**src/rtl/txdma_pkg.sv**
```systemverilog
package txdma_pkg;
  typedef enum logic [1:0] {
    MODE_OFF   = 2'b00,
    MODE_DRAIN = 2'b01,
    MODE_RUN   = 2'b10,
    MODE_RSVD  = 2'b11
  } chan_mode_e;

  localparam int DATA_W       = 32;
  localparam int MODE_MSB     = 31;
  localparam int MODE_LSB     = 30;
  localparam int CRED_EN_BIT  = 3;
  localparam int ERR_ADDR_BIT = 31;
  localparam int ERR_DW_BIT   = 30;
  localparam int ERR_OVR_LSB  = 9;
  localparam int ERR_CRED_LSB = 0;
  localparam int STS_EMPTY_LSB = 24;
  localparam int STS_NOPEND_LSB = 16;
endpackage

```
**src/rtl/txdma_chan.sv**
```systemverilog
module txdma_chan
  import txdma_pkg::*;
#(
  parameter int CRED_W = 4
) (
  input  logic              clk,
  input  logic              rst_n,
  input  logic              cfg_we,
  input  logic [DATA_W-1:0] cfg_wdata,
  input  logic              credit_ret,
  input  logic              xfer_done,
  input  logic              cmd_arrive,
  input  logic              fifo_full,
  input  logic              buf_empty_in,
  output chan_mode_e        mode,
  output logic              cred_en,
  output logic [CRED_W-1:0] cred,
  output logic              busy,
  output logic              empty_q,
  output logic              req,
  output logic              cred_err,
  output logic              ovr_err
);
  localparam logic [CRED_W-1:0] CRED_MAX = {CRED_W{1'b1}};

  logic accept_cmd;
  logic serving;

  assign accept_cmd = (mode == MODE_RUN);
  assign serving    = (mode == MODE_RUN) || (mode == MODE_DRAIN);
  assign ovr_err    = cmd_arrive && busy && accept_cmd;
  assign cred_err   = fifo_full && cred_en && (cred != '0);
  assign req        = busy && cred_en && serving && (cred != '0);

  always_ff @(posedge clk or negedge rst_n) begin
    if (!rst_n) begin
      mode    <= MODE_OFF;
      cred_en <= 1'b0;
    end else if (cfg_we) begin
      mode    <= chan_mode_e'(cfg_wdata[MODE_MSB:MODE_LSB]);
      cred_en <= cfg_wdata[CRED_EN_BIT];
    end
  end

  always_ff @(posedge clk or negedge rst_n) begin
    if (!rst_n) begin
      cred <= '0;
    end else if (cred_en) begin
      unique case ({credit_ret, xfer_done})
        2'b10:   if (cred != CRED_MAX) cred <= cred + 1'b1;
        2'b01:   if (cred != '0) cred <= cred - 1'b1;
        default: cred <= cred;
      endcase
    end
  end

  always_ff @(posedge clk or negedge rst_n) begin
    if (!rst_n) begin
      busy <= 1'b0;
    end else if (!busy && cmd_arrive && accept_cmd) begin
      busy <= 1'b1;
    end else if (xfer_done) begin
      busy <= 1'b0;
    end
  end

  always_ff @(posedge clk or negedge rst_n) begin
    if (!rst_n) empty_q <= 1'b1;
    else        empty_q <= buf_empty_in;
  end
endmodule

```
**src/rtl/txdma_err_reg.sv**
```systemverilog
module txdma_err_reg
  import txdma_pkg::*;
(
  input  logic              clk,
  input  logic              rst_n,
  input  logic [DATA_W-1:0] set_vec,
  input  logic [DATA_W-1:0] clr_vec,
  output logic [DATA_W-1:0] err_q
);
  always_ff @(posedge clk or negedge rst_n) begin
    if (!rst_n) err_q <= '0;
    else        err_q <= (err_q & ~clr_vec) | set_vec;
  end
endmodule

```
**src/rtl/txdma_regif.sv**
```systemverilog
module txdma_regif
  import txdma_pkg::*;
#(
  parameter int NUM_CH = 8,
  parameter int CRED_W = 4,
  parameter int ADDR_W = 6
) (
  input  logic                     reg_we,
  input  logic [ADDR_W-1:0]        reg_addr,
  input  logic [DATA_W-1:0]        reg_wdata,
  input  logic [NUM_CH*2-1:0]      mode_flat,
  input  logic [NUM_CH-1:0]        cred_en_v,
  input  logic [NUM_CH*CRED_W-1:0] cred_flat,
  input  logic [DATA_W-1:0]        status_w,
  input  logic [DATA_W-1:0]        err_w,
  output logic [NUM_CH-1:0]        cfg_we,
  output logic [DATA_W-1:0]        err_clr,
  output logic [DATA_W-1:0]        reg_rdata
);
  localparam int STS_ADDR = 2 * NUM_CH;
  localparam int ERR_ADDR = 2 * NUM_CH + 1;

  for (genvar c = 0; c < NUM_CH; c++) begin : g_we
    assign cfg_we[c] = reg_we && (int'(reg_addr) == c);
  end

  assign err_clr = (reg_we && int'(reg_addr) == ERR_ADDR) ? reg_wdata : '0;

  always_comb begin
    reg_rdata = '0;
    for (int c = 0; c < NUM_CH; c++) begin
      if (int'(reg_addr) == c) begin
        reg_rdata[MODE_MSB:MODE_LSB] = mode_flat[c*2 +: 2];
        reg_rdata[CRED_EN_BIT]       = cred_en_v[c];
      end
      if (int'(reg_addr) == NUM_CH + c) begin
        reg_rdata[CRED_W-1:0] = cred_flat[c*CRED_W +: CRED_W];
      end
    end
    if (int'(reg_addr) == STS_ADDR) reg_rdata = status_w;
    if (int'(reg_addr) == ERR_ADDR) reg_rdata = err_w;
  end
endmodule

```
**src/rtl/txdma_chan_monitor.sv**
```systemverilog
module txdma_chan_monitor
  import txdma_pkg::*;
#(
  parameter int NUM_CH = 8,
  parameter int CRED_W = 4,
  parameter int ADDR_W = 6
) (
  input  logic              clk,
  input  logic              rst_n,
  input  logic              reg_we,
  input  logic [ADDR_W-1:0] reg_addr,
  input  logic [31:0]       reg_wdata,
  output logic [31:0]       reg_rdata,
  input  logic [NUM_CH-1:0] credit_ret,
  input  logic [NUM_CH-1:0] xfer_done,
  input  logic [NUM_CH-1:0] cmd_arrive,
  input  logic [NUM_CH-1:0] fifo_full,
  input  logic [NUM_CH-1:0] buf_empty,
  input  logic              addr_err,
  input  logic              dword_err,
  output logic [NUM_CH-1:0] dma_req,
  output logic [NUM_CH-1:0] chan_idle
);
  logic [NUM_CH-1:0]        cfg_we;
  logic [NUM_CH*2-1:0]      mode_flat;
  logic [NUM_CH-1:0]        cred_en_v;
  logic [NUM_CH*CRED_W-1:0] cred_flat;
  logic [NUM_CH-1:0]        busy_v;
  logic [NUM_CH-1:0]        empty_v;
  logic [NUM_CH-1:0]        cred_err_v;
  logic [NUM_CH-1:0]        ovr_err_v;
  logic [DATA_W-1:0]        status_w;
  logic [DATA_W-1:0]        err_set;
  logic [DATA_W-1:0]        err_clr;
  logic [DATA_W-1:0]        err_q;

  for (genvar c = 0; c < NUM_CH; c++) begin : g_ch
    chan_mode_e m;
    txdma_chan #(.CRED_W(CRED_W)) u_chan (
      .clk          (clk),
      .rst_n        (rst_n),
      .cfg_we       (cfg_we[c]),
      .cfg_wdata    (reg_wdata),
      .credit_ret   (credit_ret[c]),
      .xfer_done    (xfer_done[c]),
      .cmd_arrive   (cmd_arrive[c]),
      .fifo_full    (fifo_full[c]),
      .buf_empty_in (buf_empty[c]),
      .mode         (m),
      .cred_en      (cred_en_v[c]),
      .cred         (cred_flat[c*CRED_W +: CRED_W]),
      .busy         (busy_v[c]),
      .empty_q      (empty_v[c]),
      .req          (dma_req[c]),
      .cred_err     (cred_err_v[c]),
      .ovr_err      (ovr_err_v[c])
    );
    assign mode_flat[c*2 +: 2] = m;
  end

  always_comb begin
    status_w = '0;
    status_w[STS_EMPTY_LSB +: NUM_CH]  = empty_v;
    status_w[STS_NOPEND_LSB +: NUM_CH] = ~busy_v;
  end

  assign chan_idle = empty_v & ~busy_v;

  always_comb begin
    err_set = '0;
    err_set[ERR_ADDR_BIT]           = addr_err;
    err_set[ERR_DW_BIT]             = dword_err;
    err_set[ERR_OVR_LSB +: NUM_CH]  = ovr_err_v;
    err_set[ERR_CRED_LSB +: NUM_CH] = cred_err_v;
  end

  txdma_err_reg u_err (
    .clk     (clk),
    .rst_n   (rst_n),
    .set_vec (err_set),
    .clr_vec (err_clr),
    .err_q   (err_q)
  );

  txdma_regif #(.NUM_CH(NUM_CH), .CRED_W(CRED_W), .ADDR_W(ADDR_W)) u_regif (
    .reg_we    (reg_we),
    .reg_addr  (reg_addr),
    .reg_wdata (reg_wdata),
    .mode_flat (mode_flat),
    .cred_en_v (cred_en_v),
    .cred_flat (cred_flat),
    .status_w  (status_w),
    .err_w     (err_q),
    .cfg_we    (cfg_we),
    .err_clr   (err_clr),
    .reg_rdata (reg_rdata)
  );
endmodule

```
**config.mk**
```make
export PLATFORM = sky130hd
export DESIGN_NAME = txdma_chan_monitor
export DESIGN_NICKNAME = d
export VERILOG_FILES = /design/src/rtl/txdma_pkg.sv /design/src/rtl/txdma_chan.sv /design/src/rtl/txdma_err_reg.sv /design/src/rtl/txdma_regif.sv /design/src/rtl/txdma_chan_monitor.sv
export SDC_FILE = /design/constraint.sdc
export NUM_CORES = 1
export LEC_CHECK = 0
export ABC_CLOCK_PERIOD_IN_PS = 3850
export CORE_ASPECT_RATIO = 1.1
export CORE_MARGIN = 10
export CORE_UTILIZATION = 30
export DETAILED_ROUTE_END_ITERATION = 12
export MAX_ROUTING_LAYER = met4
export PLACE_DENSITY = 0.51
export SLEW_MARGIN = 0
export SYNTH_ARGS = -nofsm -noshare
export SYNTH_HDL_FRONTEND = slang
export SYNTH_SLANG_ARGS = --single-unit
export TNS_END_PERCENT = 20
```
**constraint.sdc**
```tcl
create_clock -name clk -period 3.85 [get_ports clk]
set_clock_uncertainty 0.1 [all_clocks]
set_input_delay 0.5775 -clock clk [delete_from_list [all_inputs] [get_ports clk]]
set_output_delay 0.5775 -clock clk [all_outputs]
set_load 0.05 [all_outputs]
```
==> results of run 1 <==
-- per-stage QoR --
step	cell area [um2]	hold slack (ns)	power, mW	setup WS, ns	utilization
after floorplan	6130	0.182	2.51	0.335	-
after global placement	8000	0.363	2.95	0.312	0.400
after detailed placement	8000	0.376	3.02	0.259	0.400
after CTS	8330	0.138	4.03	0.263	0.416
after global routing	8330	0.162	4.27	0.0962	0.416
final	8330	0.117	3.98	0.260	0.416
-- report_power, final --
part           leakage (nW)  internal [mW]  total (mW)  switching, mW
sequential             1.27           1.36        1.70          0.340
combinational          2.19          0.633        1.28          0.649
clock                 0.158          0.578       0.997          0.419
-- sequential cells by signal, summed over array words and instances (netlist names) --
register / cells
g_ch.u_chan.busy: 8
u_err.err_q: 32
g_ch.u_chan.cred: 32
g_ch.u_chan.mode: 16
g_ch.u_chan.empty_q: 8
g_ch.u_chan.cred_en: 8
-- metal layers --
layer  wire [um]  track usage  vias up
met4         286       0.0489        0
met3         730       0.0219       19
met1        8260        0.182     2515
met5           0            -        -
li1            -            -     2398
met2       10300        0.263       89
-- worst reg2reg max path, stage by stage, from the launching register on --
cell and delay, ns:
dfrtp_1 0.44, o41ai_1 0.74, o22ai_1 0.29, nor2_1 0.15, a21oi_1 0.05
-- worst max-delay path by stage --
stage	start	end	slack, ns	cells past startpoint
5_1_grt	reg_addr[1]	reg_rdata[3]	0.1	8
3_3_place_gp	reg_addr[1]	reg_rdata[3]	0.31	8
2_1_floorplan	reg_addr[2]	reg_rdata[3]	0.33	7
6_report	reg_addr[1]	reg_rdata[3]	0.26	8
4_1_cts	reg_addr[1]	reg_rdata[3]	0.26	8
3_5_place_dp	reg_addr[1]	reg_rdata[3]	0.26	8
-- cells in the final DEF, fill, tap and decap left out, types with 24 or more instances in the layout --
cell and n:
dfrtp_1 96, clkdlybuf4s50_1 96, nand2_1 62, inv_1 38
nor2_1 37, buf_12 33, a21oi_1 32, mux2i_1 29
mux2_2 25, ha_1 24
-- cell families after synthesis --
kind of cell	share of synthesized area
and+or+nand+nor	0.148
AOI/OAI and AO/OA	0.157
DFF	0.426
muxes	0.0969
adders and majority gates	0.0751
buffers and inverters	0.0537
xor gates and xnor gates	0.0428
-- final cells by class --
class / instances / area, um2 / share of cell area
multi-input combinational: 430 / 3190 / 0.383
timing repair buffer: 145 / 1740 / 0.209
clock inverter: 3 / 46.3 / 0.00556
sequential: 104 / 2610 / 0.314
antenna: 1 / 2.50 / 0.000300
tap: 252 / 315 / 0.0379
clock buffer: 13 / 280 / 0.0336
inverter: 38 / 143 / 0.0171
==> run metrics, run 1 <==
average size of a mapped cell 10.2 um2; post-CTS sizing 0; routed vias/inst 5.09; Syn Std Cell Area 6130 um2; grt ovf 0; CTS Root Buffer Type clkbuf_16; antenna violations before repair 1; Post-Syn Nets 717; Finished Layout Cells 986; Die Width 156 um; first-pass GRT wire length 30.7 mm; via count 5021; CP peak stage delay 0.69 ns; RSZ-0062 raised after global routing false; status finished clean; #FFs+latches synth 104; register area share after synthesis 0.426; critical-path cell list clkdlybuf4s50_1 -> inv_1 -> o211ai_1 -> a2111oi_0 -> a211oi_1 -> o31ai_1 -> buf_4 -> buf_12; initial drt markers 264; area delta synth->final 35.8%; dpl cells 969; VDD IR max 0.000198 V; fin nets 843; PortBufs 130; largest net degree at the start of global routing 62; H-tree Lvls 3; Leakage 3.62 nW; min Tclk post-route 3.59 ns; Pre-antenna DRT Iters 4; R2R Path Start g_ch[1].u_chan.cred[0]; CP Max Fanout 14; worst skew pair latency 0.36 ns; fin. max-slew vios 0; CTS Sinks 104; Cell variety after synth 55; CTS buffer count 9; top-count cell post-synth dfrtp_1; Crit path required time 3.17 ns; Achievable Freq 279 MHz; num rows 54; vias in the first global route 5316; Cells after Synth 602; ys async rst share 1.00; hold crit path type primary input to async pin; Die Ht 170 um; die area 26600 um2; P per Cell Area 478 nW/um2; CTS tree built; Placer Congestion 0.869; # hold bufs at CTS 0; Core Box Area 20000 um2; worst flop-to-flop path endpoint g_ch[1].u_chan.cred[2]; number of flops mapped to enable cells by yosys 0; Synth warnings 0; top cells by count, synth dfrtp_1 (96), nand2_1 (62), inv_1 (38); Synth area leaders dfrtp_1 (39%), ha_1 (4.9%), mux2i_1 (4.7%), mux2_2 (4.6%), nand2_1 (3.8%); Initial Utilization 0.307; Total GRT Usage 0.153; Worst Path Arrival 2.91 ns; I/O pin count 131; final wirelength 19.5 mm; routed length per placed instance 19.8 um; Max-Cap Viols 0; # DRC 0; WP buf/inv 4; ys flop type dfrtp_1; Post-CTS Setup Repair Bufs 0; Final setup viols 0; worst-margin pin slew 0.740 ns; final hold viol count 0; area leader, netlist dfrtp_1; Critical-path top delay cell clkdlybuf4s50_1; Tcrit/Tclk final 0.932; Slew headroom 0.500; CTS Buffer Depth 2; Top delay family on crit path buffers and inverters; CP endpoint kind primary output; Fillers 1976; Final HPWL DP 15.5 mm; Worst-path clk slew 0.07 ns; share of the synthesized area in the top cell type 0.392; r2r worst-path depth 4; antenna violation net count after detailed routing 0; kind of start point of the critical path primary input; fraction of layout cells with a size suffix above 1 0.138; reg2reg setup slack 1.94 ns; Setup CP Type primary input to primary output; Setup TNS 0 ns
Note: power is estimated with default switching activity, not from simulation.
==> inputs of run 2 (changes only) <==
--- a/config.mk
+++ b/config.mk
@@ -9,6 +9,7 @@
 export CORE_ASPECT_RATIO = 1.1
 export CORE_MARGIN = 10
 export CORE_UTILIZATION = 30
+export CTS_CLUSTER_SIZE = 40
 export DETAILED_ROUTE_END_ITERATION = 12
 export MAX_ROUTING_LAYER = met4
 export PLACE_DENSITY = 0.51
==> results of run 2 <==
No change in the layout: final DEF, timing and power equal those of run 1.
==> inputs of run 3 (changes only) <==
--- a/config.mk
+++ b/config.mk
@@ -9,7 +9,6 @@
 export CORE_ASPECT_RATIO = 1.1
 export CORE_MARGIN = 10
 export CORE_UTILIZATION = 30
-export CTS_CLUSTER_SIZE = 40
 export DETAILED_ROUTE_END_ITERATION = 12
 export MAX_ROUTING_LAYER = met4
 export PLACE_DENSITY = 0.51
==> results of run 3 <==
No change in the layout: final DEF, timing and power equal those of run 1.
